## src/rtl/ctrl_pkg.sv

```systemverilog
package ctrl_pkg;
  localparam int DATA_W = 8;
  localparam int OFF_W  = 3;

  localparam logic [OFF_W-1:0] OFF_JOY = 3'd0;
  localparam logic [OFF_W-1:0] OFF_EE  = 3'd1;

  // location 0 fields
  localparam int RATE_LSB = 0;
  localparam int XTAL_BIT = 3;
  localparam int CSW_BIT  = 5;
  // location 1 fields
  localparam int CLK_BIT  = 0;
  localparam int DOUT_BIT = 1;
  localparam int EN_BIT   = 2;
  localparam int POL_BIT  = 7;

  typedef struct packed {
    logic [1:0] rate;
    logic       xtal;
    logic       csw_en;
  } joy_t;

  typedef struct packed {
    logic pol;
    logic een;
    logic dout;
    logic clk;
  } ee_t;
endpackage

```

## src/rtl/ctrl_addr_decode.sv

```systemverilog
module ctrl_addr_decode #(
  parameter int ADDR_W = 16,
  parameter int DEC_W  = 12,
  parameter int OFF_W  = 3
) (
  input  logic [ADDR_W-1:0] addr,
  input  logic [DEC_W-1:0]  base_addr,
  output logic              hit,
  output logic [OFF_W-1:0]  offset
);
  logic upper_ok;

  generate
    if (ADDR_W > DEC_W) begin : g_upper
      assign upper_ok = (addr[ADDR_W-1:DEC_W] == '0);
    end else begin : g_no_upper
      assign upper_ok = 1'b1;
    end
  endgenerate

  assign hit    = upper_ok && (addr[DEC_W-1:OFF_W] == base_addr[DEC_W-1:OFF_W]);
  assign offset = addr[OFF_W-1:0];
endmodule

```

## src/rtl/ctrl_joy_regs.sv

```systemverilog
module ctrl_joy_regs
  import ctrl_pkg::*;
(
  input  logic              clk,
  input  logic              rst_n,
  input  logic              wr,
  input  logic [DATA_W-1:0] wdata,
  input  logic              cs_event,
  output joy_t              q,
  output logic              irq
);
  always_ff @(posedge clk or negedge rst_n) begin
    if (!rst_n) begin
      q.rate   <= 2'b01;
      q.xtal   <= 1'b0;
      q.csw_en <= 1'b0;
    end else if (wr) begin
      q.rate   <= wdata[RATE_LSB +: 2];
      q.xtal   <= wdata[XTAL_BIT];
      q.csw_en <= wdata[CSW_BIT];
    end
  end

  // write with enable cleared wins over a same-cycle event
  always_ff @(posedge clk or negedge rst_n) begin
    if (!rst_n)                      irq <= 1'b0;
    else if (wr && !wdata[CSW_BIT])  irq <= 1'b0;
    else if (cs_event && q.csw_en)   irq <= 1'b1;
  end
endmodule

```

## src/rtl/ctrl_ee_port.sv

```systemverilog
module ctrl_ee_port
  import ctrl_pkg::*;
(
  input  logic              clk,
  input  logic              rst_n,
  input  logic              wr,
  input  logic [DATA_W-1:0] wdata,
  input  logic              sda_i,
  output ee_t               q,
  output logic [DATA_W-1:0] rd_val,
  output logic              scl_o,
  output logic              scl_oe,
  output logic              sda_oe
);
  always_ff @(posedge clk or negedge rst_n) begin
    if (!rst_n) begin
      q.pol  <= 1'b1;
      q.een  <= 1'b0;
      q.dout <= 1'b0;
      q.clk  <= 1'b0;
    end else if (wr) begin
      q.pol  <= wdata[POL_BIT];
      q.een  <= wdata[EN_BIT];
      q.dout <= wdata[DOUT_BIT];
      q.clk  <= wdata[CLK_BIT];
    end
  end

  assign scl_oe = q.een;
  assign scl_o  = q.clk;
  assign sda_oe = q.een & ~q.dout;

  always_comb begin
    rd_val           = '0;
    rd_val[POL_BIT]  = q.pol;
    rd_val[EN_BIT]   = sda_i;
    rd_val[DOUT_BIT] = q.dout;
    rd_val[CLK_BIT]  = q.clk;
  end
endmodule

```

## src/rtl/ctrl_regbank.sv

```systemverilog
module ctrl_regbank
  import ctrl_pkg::*;
#(
  parameter int ADDR_W = 16,
  parameter int DEC_W  = 12
) (
  input  logic              clk,
  input  logic              rst_n,
  input  logic [DEC_W-1:0]  base_addr,
  input  logic [ADDR_W-1:0] addr,
  input  logic              wr_en,
  input  logic              rd_en,
  input  logic [DATA_W-1:0] wdata,
  output logic [DATA_W-1:0] rdata,
  input  logic              cs_event,
  output logic              host_irq,
  output logic [1:0]        joy_rate,
  output logic              xtal_off,
  input  logic              ee_sda_i,
  output logic              ee_scl_o,
  output logic              ee_scl_oe,
  output logic              ee_sda_oe,
  input  logic              cd_int_req,
  output logic              cd_int_out
);
  logic             hit;
  logic [OFF_W-1:0] offset;
  joy_t             joy_q;
  ee_t              ee_q;
  logic [DATA_W-1:0] ee_rd;
  logic             joy_wr, ee_wr;

  ctrl_addr_decode #(.ADDR_W(ADDR_W), .DEC_W(DEC_W), .OFF_W(OFF_W)) u_dec (
    .addr(addr), .base_addr(base_addr), .hit(hit), .offset(offset)
  );

  assign joy_wr = wr_en && hit && (offset == OFF_JOY);
  assign ee_wr  = wr_en && hit && (offset == OFF_EE) && !joy_q.xtal;

  ctrl_joy_regs u_joy (
    .clk(clk), .rst_n(rst_n), .wr(joy_wr), .wdata(wdata),
    .cs_event(cs_event), .q(joy_q), .irq(host_irq)
  );

  ctrl_ee_port u_ee (
    .clk(clk), .rst_n(rst_n), .wr(ee_wr), .wdata(wdata), .sda_i(ee_sda_i),
    .q(ee_q), .rd_val(ee_rd), .scl_o(ee_scl_o), .scl_oe(ee_scl_oe),
    .sda_oe(ee_sda_oe)
  );

  assign joy_rate   = joy_q.rate;
  assign xtal_off   = joy_q.xtal;
  assign cd_int_out = ee_q.pol ? cd_int_req : ~cd_int_req;

  always_comb begin
    rdata = '0;
    if (rd_en && hit) begin
      case (offset)
        OFF_JOY: begin
          rdata[RATE_LSB +: 2] = joy_q.rate;
          rdata[XTAL_BIT]      = joy_q.xtal;
          rdata[CSW_BIT]       = joy_q.csw_en;
        end
        OFF_EE:  rdata = joy_q.xtal ? '0 : ee_rd;
        default: rdata = '0;
      endcase
    end
  end
endmodule

```

## config.mk

```make
export PLATFORM = sky130hd
export DESIGN_NAME = ctrl_regbank
export DESIGN_NICKNAME = d
export VERILOG_FILES = /design/src/rtl/ctrl_pkg.sv /design/src/rtl/ctrl_addr_decode.sv /design/src/rtl/ctrl_joy_regs.sv /design/src/rtl/ctrl_ee_port.sv /design/src/rtl/ctrl_regbank.sv
export SDC_FILE = /design/constraint.sdc
export NUM_CORES = 1
export LEC_CHECK = 0
export CAP_MARGIN = 30
export CORE_MARGIN = 1.5
export CORE_UTILIZATION = 33
export CTS_CLUSTER_DIAMETER = 100
export DETAILED_ROUTE_END_ITERATION = 6
export GPL_TIMING_DRIVEN = 0
export PLACE_DENSITY_LB_ADDON = 0.25
export SYNTH_ARGS = -nofsm -noshare
export SYNTH_HDL_FRONTEND = slang
export SYNTH_SLANG_ARGS = --single-unit
```

## constraint.sdc

```tcl
create_clock -name clk -period 2.54 [get_ports clk]
set_input_delay 0.508 -clock clk [delete_from_list [all_inputs] [get_ports clk]]
set_output_delay 0.508 -clock clk [all_outputs]
set_load 0.02 [all_outputs]
```

# Yosys cells after proc, flatten, opt, wreduce, memory -nomap -nowiden
# Cells that the tools add are included.
# totals
elab_cells	37
input_bits	43
out_inout_bits	16
regBits	9
# op_classes
reduce_logical	13
mux	11
eq_ne	2
bitwise_logic	3
# op_table
operator	count
8-bit 2-to-1 mux	2
9-bit equality test	1
1-bit logical AND	8
1-bit 2-to-1 mux	5
4-bit zero test	1
1-bit one-hot mux with 2 select lines	2
2-bit one-hot mux with 2 select lines	1
3-bit by 1-bit equality test with 1-bit output (second input constant)	1
3-bit zero test	1
1-bit zero test	2
2-bit 2-to-1 mux	1
1-bit inverter	2
2-bit nonzero test	1
1-bit bitwise AND	1

# Depth between registers and ports, before layout
# Gate-level depths: netlist of the first run.
# logic_depth
depth_word	6
ltp_mapped	4
depth_no_buf	4

# Cells and area by module
# From an unflattened synthesis of the first run, not the netlist that was laid out.
# unflattened
hier_cells	76
hier_area_um2	755.7
# by_module_without_submodules
mod	area_each_um2	instances	seq_area_each_um2	cells_each
ctrl_ee_port	231.5	1	101.3	20
ctrl_regbank	200.2	1	0.0	28
ctrl_joy_regs	185.2	1	126.4	12
ctrl_addr_decode	138.9	1	0.0	16

# Least setup slack after synthesis of the first run
# No wires, ideal clock.
# synth_path
kind	input-to-output
start	input port addr[15]
end	output port rdata[0]
t_arrival_ns	1.665
path_stages	4
n_path_buf	0
setup_slack_ns	0.367
required_ns	2.032
cell_sequence	nor4_2 -> nand2_2 -> nor4_2 -> nor2b_1
# synth_via
elab_chain_len	4
# synth_rtl
item	line	text
start: declaration	ctrl_regbank.sv:10	input logic [ADDR_W-1:0] addr,
4-bit zero test	ctrl_addr_decode.sv:15	assign upper_ok = (addr[ADDR_W-1:DEC_W] == '0);
1-bit logical AND	ctrl_addr_decode.sv:21	assign hit = upper_ok && (addr[DEC_W-1:OFF_W] == base_addr[DEC_W-1:OFF_W]);
1-bit logical AND	ctrl_regbank.sv:57	if (rd_en && hit) begin
8-bit 2-to-1 mux	ctrl_regbank.sv:57	
end: declaration	ctrl_regbank.sv:14	output logic [DATA_W-1:0] rdata,
# Every way passes these cells.

# Worst setup path in the final report of the first run
# layout_path
start	input port addr[15]
end	output port rdata[7]
# Same word-level chain as after synthesis.

==> results.md, run 1 <==
Worst setup path:
- The reg-to-reg critical path startpoint is u_joy.q[1].
- The startpoint class of the critical path is an input port.
- The destination of the worst register-to-register timing path is u_ee.q[1].
- Along the worst path, the maximum fanout reaches 2.
- The register-to-register path setup slack is 0.66 ns.
- The arrival time at the worst endpoint is 1.98 ns.
- The number of cell instances on the worst register-to-register path is 4.
- For the worst setup path, the data required time is 2.03 ns.
- The type of the worst setup path is input port to primary output.
- The worst setup path is captured at a primary output.

Clock tree:
- The cts-stage hold buffer count is 0.
- The number of buffers inserted during clock tree synthesis is 3.
- CTS built an H-tree with a depth of 1.
- The later-pin clock latency in the skew report is 0.25 ns.
- After clock tree synthesis, the clock-pin slew on the worst setup and hold paths is 0.06 ns.
- The longest clock path from root to sink contains 2 buffers.
- The TritonCTS sink count is 9.
- CTS placed an instance of clkbuf_4 at the clock tree root.
- TritonCTS built the clock tree.

Final layout:
- The net count reported at finish is 165.
- The fraction of the core area covered by cells at the end of the flow is 73.26%.
- The fraction of layout cells with a size suffix above 1 is 35.54%.
- The repair_antennas step left the layout with diodes totalling 0.
- The most common cell after layout, fill and taps aside is clkdlybuf4s50_1.
- Leaving out filler cells and counting taps, the final layout contains 146.
- Relative to the synthesized area, the layout overhead comes to 100.4%.
- With fillers left out, the area of the finished cells amounts to 1306 sq um.
- The library cells used most frequently in the layout, excluding fill and tap cells, are clkdlybuf4s50_1, dlygate4sd2_1, buf_4.

Timing:
- The final total negative setup slack is 0 ns.
- After layout, the minimum clock period comes to 2.483 ns.
- For the final database, setup skew stands at 0.002560 ns.
- Setup repair after global routing left no endpoint under its margin.
- The maximum clock frequency is 0.4027 GHz.
- The final hold violation count is 0.
- The number of pins exceeding their max-slew limit in the final report is 0.
- The number of setup violations in the final report is 0.
- The post-route fraction of the period consumed by the critical path is 97.77%.

Logic synthesis:
- In this run, synthesis produced a sequential element count of 9.
- The number of warnings reported in the yosys synthesis log is 0.
- The synthesized design spends more area on one cell type than any other, namely dfrtp_1.
- In the post-synthesis netlist, the biggest area contributors are dfrtp_1, mux2_2, xnor2_1.
- The mean area per synthesized cell is 11.44 sq um.
- Summing every instance area after synthesis gives 651.9 sq um.
- Synthesis handed over a netlist of 57 instances.
- Of the post-synthesis cell area, the dominant cell type holds 26.87%.
- The sequential share of the synthesized area is 34.93%.
- The unique cell type count in the Yosys netlist is 18.

Detailed routing:
- The final routed wirelength across all metal layers is 2080 um.
- For this block, the initial DRC count from the detailed router was 2.
- Detailed routing inserted a total of 696 vias.
- The detailed-route vias per instance is 4.767.
- After detailed routing, the average wire length per cell comes to 14.25 um.
- The count of nets left with antenna violations after detail routing is 0.
- The total iterations of the first detailed-routing run is 4.
- In the routed design, unresolved DRC markers number 0.

Global routing:
- The first global-routing pass estimated 2953 um of wire.
- The initial antenna violation count was 0.
- The total grt overflow is 0.
- The via count of the first global-routing pass is 686.
- For this run, the total global-route usage over all layers was measured as 19.08%.
- Entering global routing, the biggest net connects 10 pins.

Flow run:
- Across the run, the number of max-cap violations was 0.

Min path:
- In this run the worst hold path is classified as input port to async pin.

Floorplan:
- 59 I/O pins were placed.
- The die covers 2251 sq um.
- The floorplan has 15 rows.
- The effective utilization at floorplan is 36.56%.
- The die is 47.45 um tall.
- The chip width is 47.45 um.
- The area of the core is 1783 sq um.

Power and ir drop:
- The ratio of total power to cell area is 277.6 nW/um^2.
- The leakage power of the design is 0.6715 nW.
- IR analysis of the VDD net gives a maximum drop of 0.0002759 V.

Placed design:
- The half-perimeter wire length after detailed placement is 1532 um.
- The area of placed instances is 1197 sq um.
- The global placement routability congestion is 0.6985.
- In this run, placement finished with an instance count of 134.
- Input and output buffers added on the ports amount to 51.

Status:
- The run finished with clean final reports.
==> where the power goes <==
part	leakage (nW)	switching (mW)	internal (mW)
Combinational	0.538	0.0434	0.0688
Sequential	0.118	0.000116	0.144
Clock	0.0150	0.0462	0.0603
==> cell families (layout without fill, tap and decap cells) <==
kind of cell,Yosys count,in the layout,synth area share (%)
other,1,2,0.5753
xor gates and xnor gates,10,10,13.44
muxes,8,8,13.82
buffers and inverters,6,69,5.759
DFF,9,9,34.93
and+or+nand+nor,19,19,27.64
AOI/OAI and AO/OA,4,4,3.838
==> per-layer routing <==
metal	vias to the layer above	track usage [%]	share of wire [%]
met5	-	0	0
met4	0	6.667	0.58
met3	2	4.906	7.9
met2	29	35.95	54
met1	335	20.28	38
li1	330	-	-
==> flip-flops by register name, indices dropped and copies added, names as in the netlist <==
| name | count |
|---|---|
| u_ee.q | 2 |
| u_ee.scl_o | 1 |
| u_joy.irq | 1 |
| u_ee.scl_oe | 1 |
| u_joy.q | 4 |
==> final cells by class <==
| class | instances | area [sq um] |
|---|---|---|
| multi-input combinational | 43 | 434.2 |
| tap | 25 | 31.28 |
| clock buffer | 4 | 26.28 |
| timing repair buffer | 59 | 549.3 |
| fill | 142 | 476.7 |
| buffer | 4 | 30.03 |
| sequential | 9 | 227.7 |
| inverter | 2 | 7.507 |
==> synth_stat cells <==
cell and n:
xnor2_1 10, mux2_2 8, dfrtp_1 7, and3_1 4, buf_4 4, nand4_1 4, nor2b_1 3, a21oi_1 2
a22oi_1 2, dfstp_2 2, inv_1 2, nor4_2 2, nor4_4 2, conb_1 1, nand2_1 1, nand2_2 1
nor3_2 1, nor4b_4 1
==> worst max-delay path: stages <==
cell and delay [ns]:
dlygate4sd2_1 0.24, nor4_2 0.29, nand2_2 0.12, nor4_4 0.29, buf_4 0.16, buf_4 0.09
and3_4 0.17, buf_6 0.11
==> timing repair <==
action                     in CTS  in global routing
pin swaps                      12                  8
gates resized for setup        45                  9
setup endpoints to repair       6                  5
setup buffers                   7                  1
==> worst max path at each step <==
stage / start / end / slack, ns / cells past startpoint
2_1_floorplan: addr[15] / rdata[0] / 0.37 / 4
3_3_place_gp: base_addr[3] / rdata[5] / -0.73 / 6
3_5_place_dp: base_addr[3] / rdata[7] / -0.82 / 6
4_1_cts: base_addr[4] / rdata[7] / 0.002 / 8
5_1_grt: addr[15] / rdata[7] / 0.007 / 8
6_report: addr[15] / rdata[7] / 0.06 / 8
==> metrics by stage <==
stage	worst slack [ns]	total power [mW]	hold WS, ns
finish	0.05677	0.3626	0.5369
global route	0.007076	0.3788	0.5535
CTS	0.001595	0.3618	0.5398
detailed placement	-0.8185	0.2509	0.5177
global placement	-0.7261	0.2478	0.5075
floorplan	0.3670	0.1792	0.2124
(Power assumes the default switching activity.)
==> run 2: changes to the inputs <==
==> constraint.sdc (replaced) <==
create_clock -name clk -period 2.54 [get_ports clk]
set_input_delay 0.254 -clock clk [delete_from_list [all_inputs] [get_ports clk]]
set_output_delay 0.254 -clock clk [all_outputs]
set_load 0.02 [all_outputs]
==> results.md, run 2 (same netlist as run 1, synthesis figures left out) <==
Clock tree:
- At the later pin of the worst-skew pair, clock insertion delay measures 0.25 ns.
- In this run the number of H-tree levels came out at 1.
- After clock tree synthesis, the clock-pin slew on the worst setup and hold paths is 0.06 ns.
- In this run, CTS created clock tree buffers numbering 3.
- The buffer type at the clock tree root is clkbuf_4.
- The cts-stage hold buffer count is 0.
- The clock tree from TritonCTS is yes.
- For this design, the sink count on the clock tree is 9.
- The maximum clock insertion buffer count is 2.

Timing:
- The shortest period the worst path allows is 2.435 ns.
- The number of pins exceeding their max-slew limit in the final report is 0.
- The worst slack on hold paths is 0.2919 ns.
- The final hold violation count is 0.
- Based on the critical path, the design can be clocked at up to 0.4107 GHz.
- The post-route fraction of the period consumed by the critical path is 95.86%.
- The worst-case clock skew is 0.0007309 ns.
- Setup repair after global routing left no endpoint under its margin.
- Setup violations remaining at the end of the flow were counted as 0.

Detailed routing:
- The count of nets left with antenna violations after detail routing is 0.
- For this block, the via count after detailed routing is 658.
- The residual DRC count is 0.
- In the routed layout, each cell is associated on average with a via count of 4.634.
- The final routed wire length divided by cell count is 13.20 um.
- The detailed router finished its first iteration with 0 violations.
- For this run, the detailed router's first-pass iteration total came to 1.
- Summed over all layers, the routed wires come to 1874 um.

Worst setup path:
- On the worst path, the slowest cell contributes a delay of 0.41 ns.
- The cell seen most often among critical-path stages is buf_4.
- Counting both buffers and inverters, the worst setup path holds a total of 4.
- The worst register-to-register path ends at u_ee.q[1].
- At the worst endpoint, the required time is 2.29 ns.
- The arrival time at the worst endpoint is 2.18 ns.
- The source of the critical timing path is addr[15].
- The register-to-register path setup slack is 0.69 ns.
- The sort of element at the end of the critical path is a primary output.
- Walking the worst path, the cells encountered are clkdlybuf4s50_1 -> nor4_2 -> nand2_2 -> nor4_4 -> buf_4 -> buf_4 -> and3_1 -> dlygate4sd2_1.
- The cell family contributing the most delay on the critical path is buffers and inverters.
- The startpoint class of the critical path is an input port.
- The critical path is of the input port to primary output type.
- The startpoint identified for the worst register-to-register timing path is u_joy.q[1].
- The critical-path cell with the highest stage delay is clkdlybuf4s50_1.
- The maximum fanout encountered on the critical timing path is 3.
- Counting cells, the worst reg-to-reg path comes to 4.

Placed design:
- The area of placed instances is 1197 sq um.
- The half-perimeter wire length after detailed placement is 1532 um.
- The count of buffers inserted at the top-level ports is 51.
- The cell count after placement is 134.
- At the end of routability-driven placement, the weighted congestion stood at 0.6985.

Global routing:
- Across every metal layer, demand over resource in global routing totals 18.14%.
- The initial antenna violation count is 0.
- The pin count of the biggest net entering global routing is 10.
- The total grt overflow is 0.
- The via count of the first global-routing pass was 634.
- The first global-routing pass estimated 2815 um of wire.

Final layout:
- Leaving out filler cells and counting taps, the final layout contains 142.
- Relative to the synthesized area, the layout overhead comes to 92.51%.
- The final layout contains 161 nets.
- The summed area of non-filler cells in the final layout is 1255 sq um.
- The top cell types in the final layout, fill and taps aside, are clkdlybuf4s50_1, xnor2_1, mux2_2, buf_4, dfrtp_1.
- The register with the most flip-flops in the final layout is u_joy.q.
- The diode insertion count for antenna repair is 0.
- The register with the most flip-flops in the layout has 4 of them.
- Of the cells placed in the final design, the portion with a size suffix greater than 1 is 23.93%.
- The most common cell after layout, fill and taps aside is clkdlybuf4s50_1.
- The fraction of the core area covered by cells at the end of the flow is 70.39%.
- The largest registers in the layout are u_joy.q x4, u_ee.q x2.

Floorplan:
- The die is 47.45 um tall.
- In this run the core area contains 15 standard-cell rows.
- The floorplan step defined a die boundary enclosing 2251 sq um.
- The chip width is 47.45 um.
- 59 I/O pins were placed.
- Once the floorplan was initialized, standard cells occupied 36.56% of the core.
- After floorplanning, the core was sized to cover 1783 sq um.

Power and ir drop:
- After layout, the design draws a total of 0.3558 mW.
- Across the VDD grid, the largest voltage drop is 0.0002670 V.
- The analysis attributes to cell leakage a power of 0.5558 nW.
- The ratio of total power to cell area is 283.5 nW/um^2.

Flow run:
- Across the run, the number of max-cap violations was 0.

Status:
- The run finished with clean final reports.

Min path:
- In this run the worst hold path is classified as input port to async pin.
[run 2: changes by cell type in the layout (fill, tap and decap cells not counted), moves of 5 or more]
cell | previous run | this run
dlymetal6s2s_1 | 8 | 0
buf_2 | 5 | 0
dlygate4sd2_1 | 14 | 6
clkdlybuf4s50_1 | 23 | 45
[run 2: area by class of cell]
cell class,count,area (sq um)
tap,25,31.28
multi-input combinational,43,399.1
buffer,4,30.03
clock buffer,4,26.28
fill,156,528.0
timing repair buffer,55,533.0
inverter,2,7.507
sequential,9,227.7
[run 2: worst max path at each step]
stage,to,cells past startpoint
4_1_cts,rdata[7],8
5_1_grt,rdata[7],8
3_5_place_dp,rdata[7],6
3_3_place_gp,rdata[5],6
2_1_floorplan,u_ee.q[1],4
6_report,rdata[7],8
[run 2: layer usage]
metal	vias to the layer above	track usage [%]	wire length (um)
met4	0	6.667	10
met2	28	33.51	989
li1	321	-	-
met3	2	4.528	153
met5	-	0	0
met1	307	19.81	721
[run 2: metrics by stage]
stage,TNS [ns],setup slack (ns)
2_1_floorplan,0,0.8132
3_3_place_gp,-1.181,-0.2181
3_5_place_dp,-1.744,-0.3105
4_1_cts,0,0.01398
5_1_grt,0,0.02915
6_report,0,0.1052
[run 2: timing repair]
| action | in CTS | in global routing |
|---|---|---|
| buffers inserted | 3 | 1 |
| resized for setup | 7 | 0 |
| pin swaps | 2 | 1 |
| endpoints found under the setup margin | 6 | 1 |
[run 2: power by group]
part	switching (mW)	total (mW)	internal, mW
Sequential	0.000115	0.144	0.144
Combinational	0.0378	0.106	0.0685
Clock	0.0454	0.106	0.0602
Total	0.0834	0.356	0.272
